## config.mk

```make
export PLATFORM = sky130hd
export DESIGN_NAME = memdec_top
export DESIGN_NICKNAME = d
export VERILOG_FILES = /design/src/rtl/memdec_pkg.sv /design/src/rtl/memdec_lanes.sv /design/src/rtl/memdec_region.sv /design/src/rtl/memdec_select.sv /design/src/rtl/memdec_top.sv
export SDC_FILE = /design/constraint.sdc
export NUM_CORES = 1
export LEC_CHECK = 0
export CORE_AREA = 3 3 40 42
export DETAILED_ROUTE_END_ITERATION = 12
export DIE_AREA = 0 0 43 45
export GPL_ROUTABILITY_DRIVEN = 0
export GPL_TIMING_DRIVEN = 0
export PLACE_DENSITY = 0.74
export REMOVE_ABC_BUFFERS = 1
export SYNTH_ARGS = -nofsm -noshare
export SYNTH_HDL_FRONTEND = slang
export SYNTH_HIERARCHICAL = 1
export SYNTH_SLANG_ARGS = --single-unit
```

## constraint.sdc

```tcl
create_clock -name vclk -period 0.8
set_input_delay 0.08 -clock vclk [all_inputs]
set_output_delay 0.08 -clock vclk [all_outputs]
set_load 0.02 [all_outputs]
```

## src/rtl/memdec_pkg.sv

```systemverilog
// Shared types for the banked memory decoder.
// Assumes a two-lane (even/odd) byte-banked bus.
package memdec_pkg;
    typedef struct packed {
        logic hi;   // odd bank, D15..D8
        logic lo;   // even bank, D7..D0
    } lane_t;
endpackage

```

## src/rtl/memdec_lanes.sv

```systemverilog
// Byte-lane decoder: derives which banks the cycle uses from address
// bit 0 and the active-low high-enable. Assumes both inputs are stable.
module memdec_lanes
    import memdec_pkg::*;
(
    input  logic  a0,
    input  logic  bhe_n,
    output lane_t lanes
);
    // Each lane is enabled by its own key signal only.
    always_comb begin
        lanes.lo = ~a0;
        lanes.hi = ~bhe_n;
    end
endmodule

```

## src/rtl/memdec_region.sv

```systemverilog
// Region decoder: compares the address tag (bits above one pair's
// window) against the fixed ROM tag and a run of consecutive RAM tags.
// Assumes the RAM tags do not overlap the ROM tag.
module memdec_region #(
    parameter int TAG_W   = 4,
    parameter int NUM_RAM = 2,
    parameter int ROM_TAG = 15,
    parameter int RAM_TAG = 13
) (
    input  logic [TAG_W-1:0]   tag,
    output logic               rom_hit,
    output logic [NUM_RAM-1:0] ram_hit,
    output logic               unmapped
);
    // ROM window compare.
    always_comb rom_hit = (tag == TAG_W'(ROM_TAG));

    // One compare per RAM pair, at consecutive tags.
    for (genvar k = 0; k < NUM_RAM; k++) begin : g_ram
        always_comb ram_hit[k] = (tag == TAG_W'(RAM_TAG + k));
    end

    // Anything matching no window is unmapped.
    always_comb unmapped = !rom_hit && !(|ram_hit);
endmodule

```

## src/rtl/memdec_select.sv

```systemverilog
// Select generator: gates region hits with the strobes and the lanes
// to form active-low chip selects, and flags bad accesses.
// Assumes ROM is read-only, so a write to it is an error.
module memdec_select
    import memdec_pkg::*;
#(
    parameter int NUM_RAM = 2
) (
    input  logic               rd_n,
    input  logic               wr_n,
    input  logic               rom_hit,
    input  logic [NUM_RAM-1:0] ram_hit,
    input  logic               unmapped,
    input  lane_t              lanes,
    output logic               rom_cs_lo_n,
    output logic               rom_cs_hi_n,
    output logic [NUM_RAM-1:0] ram_cs_lo_n,
    output logic [NUM_RAM-1:0] ram_cs_hi_n,
    output logic               decode_err
);
    logic access;
    logic rom_ok;

    // A cycle is live while either strobe is low.
    always_comb access = !rd_n || !wr_n;

    // ROM is usable only for pure reads.
    always_comb rom_ok = access && rom_hit && wr_n;

    // ROM selects per lane.
    always_comb begin
        rom_cs_lo_n = !(rom_ok && lanes.lo);
        rom_cs_hi_n = !(rom_ok && lanes.hi);
    end

    // RAM selects per pair and lane.
    for (genvar k = 0; k < NUM_RAM; k++) begin : g_pair
        always_comb begin
            ram_cs_lo_n[k] = !(access && ram_hit[k] && lanes.lo);
            ram_cs_hi_n[k] = !(access && ram_hit[k] && lanes.hi);
        end
    end

    // Error: a live cycle that is unmapped or writes ROM.
    always_comb decode_err = access && (unmapped || (rom_hit && !wr_n));
endmodule

```

## src/rtl/memdec_top.sv

```systemverilog
// Banked memory chip-select decoder, top level.
// Purely combinational. Each chip pair spans 2**(CHIP_AW+1) bytes.
// The word address to the chips is address bits CHIP_AW..1.
module memdec_top
    import memdec_pkg::*;
#(
    parameter int ADDR_W  = 20,
    parameter int CHIP_AW = 15,
    parameter int NUM_RAM = 2,
    parameter int ROM_TAG = 15,
    parameter int RAM_TAG = 13
) (
    input  logic               [ADDR_W-1:0] addr_i,
    input  logic                            bhe_n_i,
    input  logic                            rd_n_i,
    input  logic                            wr_n_i,
    output logic              [CHIP_AW-1:0] chip_addr_o,
    output logic                            rom_cs_lo_n_o,
    output logic                            rom_cs_hi_n_o,
    output logic              [NUM_RAM-1:0] ram_cs_lo_n_o,
    output logic              [NUM_RAM-1:0] ram_cs_hi_n_o,
    output logic                            lane_lo_o,
    output logic                            lane_hi_o,
    output logic                            decode_err_o
);
    localparam int TAG_W = ADDR_W - CHIP_AW - 1;

    lane_t              lanes;
    logic               rom_hit;
    logic [NUM_RAM-1:0] ram_hit;
    logic               unmapped;

    // Word address shared by every chip.
    always_comb chip_addr_o = addr_i[CHIP_AW:1];

    memdec_lanes u_lanes (
        .a0    (addr_i[0]),
        .bhe_n (bhe_n_i),
        .lanes (lanes)
    );

    memdec_region #(
        .TAG_W   (TAG_W),
        .NUM_RAM (NUM_RAM),
        .ROM_TAG (ROM_TAG),
        .RAM_TAG (RAM_TAG)
    ) u_region (
        .tag      (addr_i[ADDR_W-1 -: TAG_W]),
        .rom_hit  (rom_hit),
        .ram_hit  (ram_hit),
        .unmapped (unmapped)
    );

    memdec_select #(
        .NUM_RAM (NUM_RAM)
    ) u_select (
        .rd_n        (rd_n_i),
        .wr_n        (wr_n_i),
        .rom_hit     (rom_hit),
        .ram_hit     (ram_hit),
        .unmapped    (unmapped),
        .lanes       (lanes),
        .rom_cs_lo_n (rom_cs_lo_n_o),
        .rom_cs_hi_n (rom_cs_hi_n_o),
        .ram_cs_lo_n (ram_cs_lo_n_o),
        .ram_cs_hi_n (ram_cs_hi_n_o),
        .decode_err  (decode_err_o)
    );

    // Lane report straight to the ports.
    always_comb begin
        lane_lo_o = lanes.lo;
        lane_hi_o = lanes.hi;
    end

    // Count of pairs with any select low, for the assertions.
    logic [NUM_RAM:0] pair_act;
    always_comb begin
        pair_act[NUM_RAM] = !rom_cs_lo_n_o || !rom_cs_hi_n_o;
        for (int k = 0; k < NUM_RAM; k++)
            pair_act[k] = !ram_cs_lo_n_o[k] || !ram_cs_hi_n_o[k];
    end

    // Port-level checks on the combined outputs.
    always_comb begin
        p_even_key_r1: assert (!(addr_i[0] && (!rom_cs_lo_n_o || !(&ram_cs_lo_n_o))));
        p_odd_key_r2: assert (!(bhe_n_i && (!rom_cs_hi_n_o || !(&ram_cs_hi_n_o))));
        p_err_quiet_r7: assert (!(decode_err_o && (|pair_act)));
        p_idle_quiet_r8: assert (!(rd_n_i && wr_n_i && ((|pair_act) || decode_err_o)));
        p_one_pair_r10: assert ($onehot0(pair_act));
    end
endmodule

```

==> results.py, run 1 <==
metrics = {
    "sta": {
        "relSlewSlack_pct": 86.58,
        "final-hold-violation-count": 0,
        "slew_violations": 0,
        "tightest_slew_ps": 200.7,
        "fin_crit_sh_pct": 106.8,
        "fin_setup_tns_ps": -215.0,
        "setup_slack_ps": -54.42,
        "period_needed_ps": 854.4,
        "max_freq_mhz": 1170,
        "setup_viol": 7,
        "rsz0062_at_grt": "true",
        "holdWs_ps": 160.2,
    },
    "synthesis": {
        "ys_warn_count": 6,
        "ys_seq_area_share_pct": 0,
        "yosysTopAreaCell": "buf_4",
        "syn_area_um2": 210.2,
        "synth_mux_area_share_pct": 0,
        "synthSimpleGateAreaFrac_pct": 34.52,
        "synth_compound_area_share_pct": 6.548,
        "synth-adder-area-share_pct": 0,
        "syn_avg_cell_area_um2": 6.569,
        "synth_area_leaders": "buf_4 54%, and4b_1 9.5%, nand3_1 9.5%, inv_1 5.4%, nand2_1 5.4%",
        "synth_common_cells": "15 x buf_4, 4 x nand3_1, 3 x inv_1, 3 x nand2_1, 2 x and4b_1",
        "synth_top_family_by_area": "buffers and inverters",
        "syn_inst": 32,
        "ys_types": 10,
        "netlist.area_leader.share_pct": 53.57,
        "synth_most_common_cell": "buf_4",
        "synth-xor-area-share_pct": 0,
    },
    "grt": {
        "grt_use_total_pct": 8.126,
        "overflow": 0,
        "antenna_found_initial": 0,
        "grt_pass1_wl_um": 1200,
        "first_global_vias": 234,
        "grt_max_degree": 5,
    },
    "route": {
        "drt_iter0_drc": 5,
        "vias_per_cell": 4.694,
        "drt-total-wl_um": 794,
        "dr.pass1.iters": 2,
        "post-route-drc-count": 0,
        "via_count": 230,
        "wl_per_cell_um": 16.20,
        "ant_nets": 0,
    },
    "die": {
        "rows": 13,
        "io_pins": 47,
        "die_w_um": 43,
        "design.core.area_mm2": 0.001285,
        "dieHeight_um": 45,
        "initial_core_util_pct": 16.36,
        "die_area_mm2": 0.001935,
    },
    "power": {
        "p_per_area_mw_per_mm2": 360.6,
        "peakVddDrop_mv": 0.09006,
        "leakagePower_uw": 0.0001436,
    },
    "run_status": {
        "violations": "negative setup slack",
        "outcome": "finished with violations",
    },
    "layout": {
        "clock_buffers": 0,
        "antenna_cells": 0,
        "drive_gt1_share_pct": 64.71,
        "seqCellArea_um2": 0,
        "nNetsFinal": 59,
        "area_delta_synth_final_pct": 47.02,
        "nFillCells": 145,
        "seq_cell_count": 0,
    },
    "worst_setup_path": {
        "worstSetupPathType": "in2out",
        "critPathLaunchType": "input port",
        "crit_path_end_kind": "output pin",
        "worstPathArrival_ps": 770,
        "critPathMaxFanout": 4,
        "cp.required_ps": 720,
    },
    "placement": {
        "numPortBuffers": 17,
        "hpwl_um": 598.3,
    },
    "min_path": {
        "hold_class": "in2out",
    },
    "cts": {
        "hold_buffers": 0,
    },
    "run": {
        "drv_cap": 0,
    },
}
[metal layers]
| metal | GRT usage [%] | vias up | routed length (µm) |
|---|---|---|---|
| li1 | - | 99 | - |
| met4 | 0 | 0 | 0 |
| met2 | 10.78 | 39 | 297 |
| met5 | 0 | - | 0 |
| met1 | 8.810 | 92 | 271 |
| met3 | 9.960 | 0 | 226 |
[metrics by stage]
step	setup slack, ps	instances	area, µm²	util (%)	power [µW]
after floorplan	19.48	17	97.59	-	38.79
after CTS	-42.99	49	302.8	23.56	108.5
after global placement	-884.5	49	286.5	22.30	111.4
after detailed placement	-892.9	49	286.5	22.30	113.1
final	-54.42	49	309.0	24.05	111.4
after global routing	-86.02	49	309.0	24.05	120.2
[final timing paths]
check	from	to	slack, ps	depth (start not counted)
worst min-delay path	addr_i[11]	chip_addr_o[10]	160	0
worst max-delay path	addr_i[17]	rom_cs_lo_n_o	-50	5
[worst max-delay path, stage by stage]
cell and delay (ps):
buf_6 100, and4_1 200, and3b_2 220, nand2_2 70, buf_6 110
[logic make-up after synthesis]
family / count (synthesis)
buffers and inverters: 18
AND/OR/NAND/NOR: 12
AO/OA/AOI/OAI: 2
[repair_timing]
item,in CTS,in global routing
setup buffers,0,0
pin swaps,6,1
setup endpoints to repair,9,7
gates resized for setup,82,2
[where the power goes]
part	total (µW)	internal (µW)	switching (µW)
registers	0	0	0
clock network	0	0	0
logic	111	55.7	55.7
total	111	55.7	55.7
[cells in the final DEF (no fill, tap or decap)]
| cell | synthesis | final |
|---|---|---|
| buf_6 | 0 | 10 |
| nand3_2 | 0 | 4 |
| dlygate4sd2_1 | 0 | 3 |
| buf_2 | 0 | 2 |
| inv_2 | 0 | 2 |
| and4b_1 | 2 | 2 |
| nand2_2 | 0 | 2 |
| clkdlybuf4s15_1 | 0 | 1 |
| buf_4 | 15 | 1 |
| and4_1 | 1 | 1 |
| o211ai_1 | 1 | 1 |
| and3b_2 | 0 | 1 |
| nand2_1 | 3 | 1 |
| inv_1 | 3 | 1 |
| nor2_1 | 1 | 1 |
| o22ai_1 | 1 | 1 |
[area by class of cell]
type	count	area, µm²	area share (%)
multi-input cells	14	112.6	36.44
repair buffers	17	166.4	53.85
inverters	3	11.26	3.644
well taps	15	18.77	6.073
No activity file was read; power rests on OpenSTA's default activity.
==> run 2, diff against run 1 <==
==> constraint.sdc (replaced) <==
create_clock -name vclk -period 0.9
set_input_delay 0.09 -clock vclk [all_inputs]
set_output_delay 0.09 -clock vclk [all_outputs]
set_load 0.02 [all_outputs]
==> results.py, run 2 (synthesis results as in run 1) <==
metrics = {
    "worst_setup_path": {
        "crit_chain": "buf_4 > and4_1 > and3b_2 > nand2_2 > buf_6",
        "cp_slowest_stage_delay_ps": 220,
        "crit_family": "simple AND/OR/NAND/NOR gates",
        "critPathLaunchType": "input port",
        "crit_path_end_kind": "output pin",
        "critPathMaxFanout": 4,
        "crit_path_top_delay_cell": "and3b_2",
        "cp.required_ps": 810,
        "worstSetupPathType": "in2out",
        "worstPathArrival_ps": 780,
        "cp_num_buf_inv": 2,
    },
    "grt": {
        "antenna_found_initial": 0,
        "top_usage_layer": "met3",
        "first_global_vias": 222,
        "grt_pass1_wl_um": 1131,
        "grtUsageMet3_pct": 9.960,
        "grtUsageMet1_pct": 9.048,
        "grtUsageMet2_pct": 8.383,
        "overflow": 0,
        "grt_use_total_pct": 7.546,
        "grt_max_degree": 5,
    },
    "route": {
        "drt-total-wl_um": 802,
        "ant_nets": 0,
        "wl_per_cell_um": 16.37,
        "dr.pass1.iters": 2,
        "via_count": 234,
        "post-route-drc-count": 0,
        "drt_iter0_drc": 3,
        "vias_per_cell": 4.776,
    },
    "sta": {
        "fin_crit_sh_pct": 97.05,
        "final-hold-violation-count": 0,
        "period_needed_ps": 873.5,
        "holdWs_ps": 180.2,
        "tightest_slew_ps": 192.3,
        "setup_viol": 0,
        "relSlewSlack_pct": 87.12,
        "slew_violations": 0,
        "max_freq_mhz": 1145,
        "rsz0062_at_grt": "true",
    },
    "power": {
        "peakVddDrop_mv": 0.08706,
        "p_sw_uw": 52.87,
        "power_frac_seq_pct": 0,
        "power_uw": 107.2,
        "internal_power_uw": 54.33,
        "pwr-share-clk_pct": 0,
        "swShare_pct": 49.32,
        "leakagePower_uw": 0.0001643,
        "p_per_area_mw_per_mm2": 329.5,
        "pwr-share-comb_pct": 100.0,
    },
    "layout": {
        "antenna_cells": 0,
        "final_common_cell": "buf_6",
        "post-route-util_pct": 25.32,
        "seqCellArea_um2": 0,
        "nFillCells": 142,
        "final_cell_mix": "8 x buf_6, 4 x nand3_2, 3 x nand2_2",
        "drive_gt1_share_pct": 70.59,
        "clock_buffers": 0,
        "seq_cell_count": 0,
        "area_delta_synth_final_pct": 54.76,
        "nNetsFinal": 59,
    },
    "die": {
        "initial_core_util_pct": 16.36,
        "rows": 13,
        "dieHeight_um": 45,
        "io_pins": 47,
        "die_w_um": 43,
        "die_area_mm2": 0.001935,
        "design.core.area_mm2": 0.001285,
    },
    "placement": {
        "numPortBuffers": 17,
        "hpwl_um": 598.3,
    },
    "min_path": {
        "hold_class": "in2out",
    },
    "run_status": {
        "outcome": "completed",
    },
    "cts": {
        "post_cts_buffers": 0,
    },
    "run": {
        "drv_cap": 0,
    },
}
==> run 2: changes by cell type in the layout (fill, tap and decap cells not counted), sizes merged <==
cell / change
dlygate4sd2: -2
dlymetal6s2s: +2
==> run 2: layout make-up <==
cell class	instances	area, µm²	area share [%]
inverter	3	11.26	3.462
multi-input combinational	14	121.4	37.31
tap	15	18.77	5.769
timing repair buffer	17	173.9	53.46
==> run 2: timing repair <==
| item | CTS | global route |
|---|---|---|
| pin swaps | 6 | 3 |
| resized for setup | 71 | 18 |
| hold buffers | 0 | 0 |
| setup endpoints to repair | 9 | 8 |
==> run 2: final timing paths <==
path / startpoint / end / slack, ps / cells after the start
max: addr_i[18] / rom_cs_lo_n_o / 30 / 5
min: addr_i[11] / chip_addr_o[10] / 180 / 0
==> run 2: through the flow <==
stage	std cells	worst slack, ps	cell area, µm²	setup TNS [ps]
global placement	49	-804.5	286.5	-5883
finish	49	26.52	325.3	0
detailed placement	49	-812.9	286.5	-6019
floorplan	17	99.48	97.59	0
global route	49	-23.96	325.3	-38.25
CTS	49	-1.197	270.3	-1.259
==> run 2: layer usage <==
layer  up-vias  part of all wire, %
met5         -                    0
met4         0                    0
met3         0                   27
met2        39                   38
met1        95                   35
li1        100                    -
==> run 2: power groups by stage <==
stage	sequential (µW)	combinational (µW)	clock, µW
after floorplan	0	34.5	0
after global placement	0	99.0	0
after detailed placement	0	101	0
after CTS	0	88.4	0
after global routing	0	115	0
final	0	107	0
